**config.mk**
```make
export PLATFORM = sky130hd
export DESIGN_NAME = spd_discrim
export DESIGN_NICKNAME = d
export VERILOG_FILES = /design/src/rtl/spd_pkg.sv /design/src/rtl/spd_phase_ctrl.sv /design/src/rtl/spd_period_cnt.sv /design/src/rtl/spd_err_eval.sv /design/src/rtl/spd_discrim.sv
export SDC_FILE = /design/constraint.sdc
export NUM_CORES = 1
export LEC_CHECK = 0
export ABC_AREA = 1
export BUFFER_PORTS_ARGS = -buffer_cell sky130_fd_sc_hd__buf_2
export CORE_MARGIN = 2
export CORE_UTILIZATION = 40
export DETAILED_ROUTE_END_ITERATION = 8
export GPL_ROUTABILITY_DRIVEN = 1
export HOLD_SLACK_MARGIN = 0.12
export PLACE_DENSITY = 0.58
export SKIP_CTS_REPAIR_TIMING = 1
export SLEW_MARGIN = 10
export SYNTH_ARGS = -nofsm -noshare
export SYNTH_HDL_FRONTEND = slang
export SYNTH_SLANG_ARGS = --single-unit
export TNS_END_PERCENT = 5
```
**constraint.sdc**
```tcl
create_clock -name clk -period 2.5 [get_ports clk]
set_input_delay 0.25 -clock clk [delete_from_list [all_inputs] [get_ports clk]]
set_output_delay 0.25 -clock clk [all_outputs]
set_load 0.02 [all_outputs]
```
**src/rtl/spd_pkg.sv**
```systemverilog
package spd_pkg;

  typedef enum logic [1:0] {
    PH_IDLE = 2'd0,
    PH_MEAS = 2'd1,
    PH_SKIP = 2'd2
  } phase_e;

  // Count step that stops at lim.
  function automatic int sat_step(int v, logic en, int lim);
    if (en && v < lim) return v + 1;
    return v;
  endfunction

  // Signed speed error: positive means slow.
  function automatic int speed_err(int c, int tgt);
    return c - tgt;
  endfunction

  // Inclusive lock window; a stopped count never locks.
  function automatic logic in_lock(int c, int tgt, int tol, int lim);
    return (c != lim) && (c >= tgt - tol) && (c <= tgt + tol);
  endfunction

endpackage

```
**src/rtl/spd_phase_ctrl.sv**
```systemverilog
module spd_phase_ctrl
  import spd_pkg::*;
(
  input  logic   clk,
  input  logic   rst_n,
  input  logic   run,
  input  logic   fg_pulse,
  output phase_e phase,
  output logic   open_evt,
  output logic   meas_done
);

  always_ff @(posedge clk or negedge rst_n) begin
    if (!rst_n) begin
      phase <= PH_IDLE;
    end else if (!run) begin
      phase <= PH_IDLE;
    end else if (fg_pulse) begin
      case (phase)
        PH_IDLE: phase <= PH_MEAS;
        PH_MEAS: phase <= PH_SKIP;
        PH_SKIP: phase <= PH_MEAS;
        default: phase <= PH_IDLE;
      endcase
    end
  end

  assign open_evt  = run && fg_pulse && (phase != PH_MEAS);
  assign meas_done = run && fg_pulse && (phase == PH_MEAS);

endmodule

```
**src/rtl/spd_period_cnt.sv**
```systemverilog
module spd_period_cnt
  import spd_pkg::*;
#(
  parameter int CNT_W = 10
) (
  input  logic             clk,
  input  logic             rst_n,
  input  logic             run,
  input  logic             ref_en,
  input  logic             counting,
  input  logic             clear,
  output logic [CNT_W-1:0] cnt,
  output logic [CNT_W-1:0] cnt_next
);

  localparam int CNT_MAX = (1 << CNT_W) - 1;

  assign cnt_next = CNT_W'(sat_step(int'(cnt), ref_en, CNT_MAX));

  always_ff @(posedge clk or negedge rst_n) begin
    if (!rst_n) begin
      cnt <= '0;
    end else if (!run || clear) begin
      cnt <= '0;
    end else if (counting) begin
      cnt <= cnt_next;
    end
  end

endmodule

```
**src/rtl/spd_err_eval.sv**
```systemverilog
module spd_err_eval
  import spd_pkg::*;
#(
  parameter int CNT_W     = 10,
  parameter int TARGET    = 512,
  parameter int TOL_SHIFT = 4
) (
  input  logic                clk,
  input  logic                rst_n,
  input  logic                run,
  input  logic                meas_done,
  input  logic [CNT_W-1:0]    cnt_fin,
  output logic                accel,
  output logic signed [CNT_W:0] err,
  output logic                err_vld,
  output logic                lock_n
);

  localparam int CNT_MAX = (1 << CNT_W) - 1;
  localparam int TOL     = TARGET >> TOL_SHIFT;

  int c_val;
  assign c_val = int'(cnt_fin);

  always_ff @(posedge clk or negedge rst_n) begin
    if (!rst_n) begin
      accel   <= 1'b0;
      err     <= '0;
      err_vld <= 1'b0;
      lock_n  <= 1'b1;
    end else if (!run) begin
      accel   <= 1'b0;
      err     <= '0;
      err_vld <= 1'b0;
      lock_n  <= 1'b1;
    end else if (meas_done) begin
      err_vld <= 1'b1;
      err     <= (CNT_W+1)'(speed_err(c_val, TARGET));
      if (c_val > TARGET)      accel <= 1'b1;
      else if (c_val < TARGET) accel <= 1'b0;
      lock_n  <= !in_lock(c_val, TARGET, TOL, CNT_MAX);
    end else begin
      err_vld <= 1'b0;
    end
  end

endmodule

```
**src/rtl/spd_discrim.sv**
```systemverilog
module spd_discrim
  import spd_pkg::*;
#(
  parameter int CNT_W     = 10,
  parameter int TARGET    = 512,
  parameter int TOL_SHIFT = 4
) (
  input  logic                  clk,
  input  logic                  rst_n,
  input  logic                  run,
  input  logic                  ref_en,
  input  logic                  fg_pulse,
  output logic                  accel,
  output logic signed [CNT_W:0] err,
  output logic                  err_vld,
  output logic                  lock_n
);

  phase_e           phase;
  logic             open_evt;
  logic             meas_done;
  logic [CNT_W-1:0] cnt;
  logic [CNT_W-1:0] cnt_next;

  initial begin
    if (TARGET >= (1 << CNT_W) - 1) $error("TARGET must be below the count limit");
  end

  spd_phase_ctrl u_phase (
    .clk      (clk),
    .rst_n    (rst_n),
    .run      (run),
    .fg_pulse (fg_pulse),
    .phase    (phase),
    .open_evt (open_evt),
    .meas_done(meas_done)
  );

  spd_period_cnt #(.CNT_W(CNT_W)) u_cnt (
    .clk     (clk),
    .rst_n   (rst_n),
    .run     (run),
    .ref_en  (ref_en),
    .counting(phase == PH_MEAS),
    .clear   (open_evt || meas_done),
    .cnt     (cnt),
    .cnt_next(cnt_next)
  );

  spd_err_eval #(
    .CNT_W    (CNT_W),
    .TARGET   (TARGET),
    .TOL_SHIFT(TOL_SHIFT)
  ) u_eval (
    .clk      (clk),
    .rst_n    (rst_n),
    .run      (run),
    .meas_done(meas_done),
    .cnt_fin  (cnt_next),
    .accel    (accel),
    .err      (err),
    .err_vld  (err_vld),
    .lock_n   (lock_n)
  );

endmodule

```
**After elaboration in Yosys (flattened, before gate mapping)**

Cells that the tools add are included.

- Reductions and logical operators: 14
- Order comparisons: 5
- Equality and inequality tests: 7
- Mux-type cells: 18
- Add/subtract/negate cells: 2

Operator list:

| operator | count |
|---|---|
| $mux 10 | 4 |
| $mux 11 | 2 |
| $lt 10x10->1 const B | 2 |
| $sub 10x10->11 const B | 1 |
| $add 10x1->10 const B | 1 |
| $ge 10x9->1 const B | 1 |
| $gt 10x10->1 const B | 1 |
| $le 10x10->1 const B | 1 |
| $ne 10x1->1 const B | 1 |
| $mux 1 | 9 |
| $logic_and 1x1->1 | 6 |
| $ne 2x1->1 const B | 3 |
| $mux 2 | 2 |
| $pmux 2 s2 | 1 |
| $ne 3x1->1 const B | 1 |
| $eq 2x1->1 const B | 1 |
| $eq 2x2->1 const B | 1 |
| $logic_not 1->1 | 2 |
| $logic_not 2->1 | 1 |
| $logic_or 1x1->1 | 2 |
| $reduce_and 2->1 | 1 |
| $reduce_bool 2->1 | 1 |
| $reduce_or 2->1 | 1 |

- Bits in registers: 26
- Word-level logic and storage cells: 52
- Output and inout bits: 14

**Longest topological paths before layout**

- Depth after elaboration: 10
- Mapped depth: 13
- Mapped depth without buffers: 13

**By module**

A second synthesis with hierarchy kept.

- Cell total of the unflattened synthesis: 224
- Area, all modules: 1616.6 um^2

By module, submodules not included:

| module | instances | cells each | area an instance (um^2) |
|---|---|---|---|
| spd_period_cnt | 1 | 133 | 862.1 |
| spd_err_eval | 1 | 72 | 621.8 |
| spd_phase_ctrl | 1 | 14 | 111.4 |
| spd_discrim | 1 | 5 | 21.3 |

**Worst setup path after synthesis**

No wires, ideal clock.

- Path type: reg-to-reg
- Start: register u_cnt.cnt[0]
- End: register u_eval.accel
- Arrival time: 1526 ps
- Cell stages (with the launch flop): 12
- Clock period less this slack: 1649 ps
- Path buffers: 0
- Setup time: 123 ps
- Data required time: 2377 ps
- Slack: 851 ps
- Cell sequence: dfrtp_1 -> ha_1 -> nand2_2 -> nor2_4 -> a21oi_2 -> nand2_1 -> nand2_1 -> nand2_1 -> nor2_1 -> nand3b_1 -> nand2_1 -> a21oi_1

- Cells in the longest elaborated chain, start to end: 8
- Elaborated cells between the ends (all ways): 13

RTL lines:

| item | RTL line | source |
|---|---|---|
| from (decl) | spd_period_cnt.sv:12 | `output logic [CNT_W-1:0] cnt,` |
| from (signal assigned) | spd_period_cnt.sv:26 | `cnt <= cnt_next;` |
| $lt 10x10->1 | spd_pkg.sv:11 | `if (en && v < lim) return v + 1;` |
| $logic_and 1x1->1 | spd_pkg.sv:11 |  |
| $mux 10 or $mux 1 (tied branches) | spd_pkg.sv:11 |  |
| $mux 10 * | spd_pkg.sv:12 | `return v;` |
| $gt 10x10->1 | spd_err_eval.sv:39 | `if (c_val > TARGET) accel <= 1'b1;` |
| $mux 1 | spd_err_eval.sv:39 |  |
| $mux 1 | spd_err_eval.sv:36 | `end else if (meas_done) begin` |
| $mux 1 | spd_err_eval.sv:31 | `end else if (!run) begin` |
| to (signal assigned) | spd_err_eval.sv:32 | `accel <= 1'b0;` |
| to (signal assigned) | spd_err_eval.sv:39 |  |
| to (signal assigned) | spd_err_eval.sv:40 | `else if (c_val < TARGET) accel <= 1'b0;` |
| to (decl) | spd_err_eval.sv:13 | `output logic accel,` |

Mark *: on every way between the ends. The rest lies on a longest branch, timed or not. The select of a mux whose other input is x is not followed.
A chain may end at the register's enable or synchronous reset.

**Final worst setup path**

Same ends and word-level chain as after synthesis.

==> metrics.md <==
| Metric | Value |
|---|---|
| Status | `complete, no violations` |
| H-tree levels | `1` |
| Total wire length | `just over 3000 um` |
| WP depth | `11` |
| Placer Congestion | `0.900` |
| Grt ovf | `0` |
| Share of layout cells above drive strength 1 | `a little under a fifth` |
| CORE AREA | `approximately 0.0033 mm2` |
| Syn_area_per_cell | `approximately 7.9 um2` |
| DR pass1 iterations | `4` |
| Critical path buffers and inverters | `0` |
| Longest Clk Path Bufs | `2` |
| Worst-path fanout max | `7` |
| Leakage | `0.779 nW` |
| Worst-Skew Late Latency | `320 ps` |
| GRT Overall Usage | `17.0%` |
| Fmax | `roughly 0.52 GHz` |
| Most frequent cells in the layout | `nand2_1 (48), dfrtp_1 (24), inv_1 (21)` |
| Worst reg2reg endpoint | `u_eval.accel` |
| Max-slew violation count | `0` |
| Cell count after synthesis | `about 180` |
| Crit path required time | `2730 ps` |
| Worst VDD drop | `0.000253 V` |
| Slowest-stage cell, CP | `dfrtp_1` |
| First-pass GRT wire length | `5340 um` |
| Global Route met1 Usage | `25.4%` |
| Area Growth Syn to Fin | `11.8%` |
| Syn_nets | `181` |
| Worst-path cell chain | `ha_1 -> nand2_2 -> nor2_4 -> a21oi_2 -> nand2_1 -> nand2_1 -> nand2_1 -> nor2_1 -> nand3b_1 -> nand2_1 -> a21oi_1` |
| IO Count | `19` |
| Crit share post-route | `77.1%` |
| DRT iter0 DRCs | `76` |
| Final min period | `between 1500 and 2000 ps` |
| PD cells | `467 mW/mm2` |
| Final cell count without fillers | `240` |
| DPL Wire Length | `between 2000 and 2500 um` |
| Sequential cell area fraction in the yosys report | `45.4%` |
| Clock Sinks | `25` |
| CP startpoint kind | `flip-flop` |
| Final Hold Vio Count | `0` |
| Worst Skew | `1.84 ps` |
| Chip width | `62.7 um` |
| Final setup vio count | `0` |
| Routed Antenna Nets | `0` |
| Setup crit end | `u_eval.accel` |
| DRC viols | `0` |
| Yosys reg bits | `25` |
| Flop-to-flop setup slack | `570 ps` |
| Final Cell Area | `~0.0015 mm2` |
| Vias | `1208` |
| Slowest stage delay, CP | `470 ps` |
| GRT busiest layer | `met1` |
| Nets | `201` |
| Clock transition at path regs | `130 ps` |
| Num CTS Buffers | `3` |
| HP Class | `in2reg` |
| Most common cell after layout, fill and taps aside | `nand2_1` |
| YS warnings | `0` |
| Vias per inst | `5.03` |
| Root Buffer Master | `clkbuf_4` |
| N_diodes | `0` |
| Maxcap violations | `0` |
| Die Span Y | `62.7 um` |
| Post-synth cell types | `28` |
| Most used cell, CP | `nand2_1` |
| Critical path endpoint category | `flip-flop` |
| Die area | `0.00394 mm2` |
| WP data arrival | `2150 ps` |
| Number of global-route vias before repair | `1117` |
| RSZ-0062 raised after global routing | `no` |
| Crit path launch | `u_cnt.cnt[0]` |
| Placed cell area | `0.00151 mm2` |
| Relative slew slack | `62.3%` |
| Initial Util | `41.4%` |
| CTS tree | `built` |
| Met2 Use GR | `25.1%` |
| FF-to-FF path depth | `11` |
| Wire length per cell | `12.6 um` |
| Reg2reg start | `u_cnt.cnt[0]` |
| Initial antenna violation count | `0` |
| Least-Margin Pin Slew | `approximately 570 ps` |
| PortBufs | `18` |
| Mapped cell area | `between 0.001 and 0.0015 mm2` |
| Rows | `21` |
| Largest net degree at the start of global routing | `26` |
| Top delay family on crit path | `simple AND/OR/NAND/NOR gates` |
| Inst Count DP | `235` |
| GR met3 Demand/Resource | `between 1.5 and 2%` |
| Final setup TNS | `0 ps` |
| Setup CP Type | `reg2reg` |
-- worst register-to-register path: stages (launching register included) --
cell	delay, ps
dfrtp_1	470
ha_1	270
nand2_2	110
nor2_4	70
a21oi_2	280
nand2_1	100
nand2_1	110
nand2_1	80
nor2_1	140
nand3b_1	90
nand2_1	60
a21oi_1	60
-- registers in the layout, summed over array words and instances (netlist names) --
register / cells
u_cnt.cnt: 10
u_eval.err_vld: 1
u_eval.lock_n: 1
u_eval.err: 10
u_phase.phase: 2
u_eval.accel: 1
-- synth_stat cells, drive strengths merged --
cell / instances / area (um2)
nand3b: 1 / 7.51
nor3: 1 / 10.0
inv: 21 / 78.8
a31o: 1 / 8.76
o22ai: 10 / 62.6
nand4: 3 / 18.8
clkbuf: 1 / 3.75
nand2: 51 / 209
dfrtp: 24 / 601
o21ai: 14 / 77.6
o21bai: 1 / 7.51
a21oi: 4 / 27.5
xor2: 3 / 26.3
nor2: 14 / 62.6
dfstp: 1 / 26.3
buf: 3 / 17.5
ha: 1 / 12.5
nand3: 21 / 123
-- metrics by stage --
step	util [%]	power, mW	setup WS (ps)	hold WS, ps
after floorplan	-	0.506	851	-45.6
after global placement	45.1	0.542	595	262
after detailed placement	45.1	0.543	612	273
after CTS	45.9	0.720	591	-92.5
after global routing	46.2	0.767	349	181
final	46.2	0.720	573	179
-- how the worst min path moves through the flow --
stage,depth (start not counted),end,start
floorplan,0,u_cnt.cnt[0],rst_n
detailed placement,1,u_eval.err[1],rst_n
finish,3,u_phase.phase[0],fg_pulse
global placement,1,u_eval.err[1],rst_n
global route,3,u_phase.phase[0],fg_pulse
CTS,1,u_eval.err[1],rst_n
-- cell type report --
class / count / area [um2]
repair buffers: 19 / 100
clock buffers: 4 / 26.3
multi-input cells: 125 / 653
flip-flops and latches: 25 / 627
inverters: 21 / 78.8
well taps: 46 / 57.6
fillers: 346 / 1790
-- cells by family after synthesis --
kind of cell / synth area share [%]
buf+inv: 7.25
fa+ha+maj: 0.906
xor+xnor: 1.90
compound gates: 13.3
simple gates: 31.2
flops: 45.4
-- metal layers --
layer	vias up	wire (um)	part of all wire [%]
li1	613	-	-
met1	561	1470	49
met2	29	1370	45
met3	5	119	3.9
met4	0	53	1.8
met5	-	0	0
-- power by group --
part           switching (mW)  internal [mW]  total, mW  leakage [nW]
Sequential             0.0100          0.419      0.429         0.340
Clock                   0.122         0.0626      0.185        0.0150
Combinational          0.0753         0.0313      0.107         0.424
Total                   0.207          0.513      0.720         0.779
(Power assumes the default switching activity.)
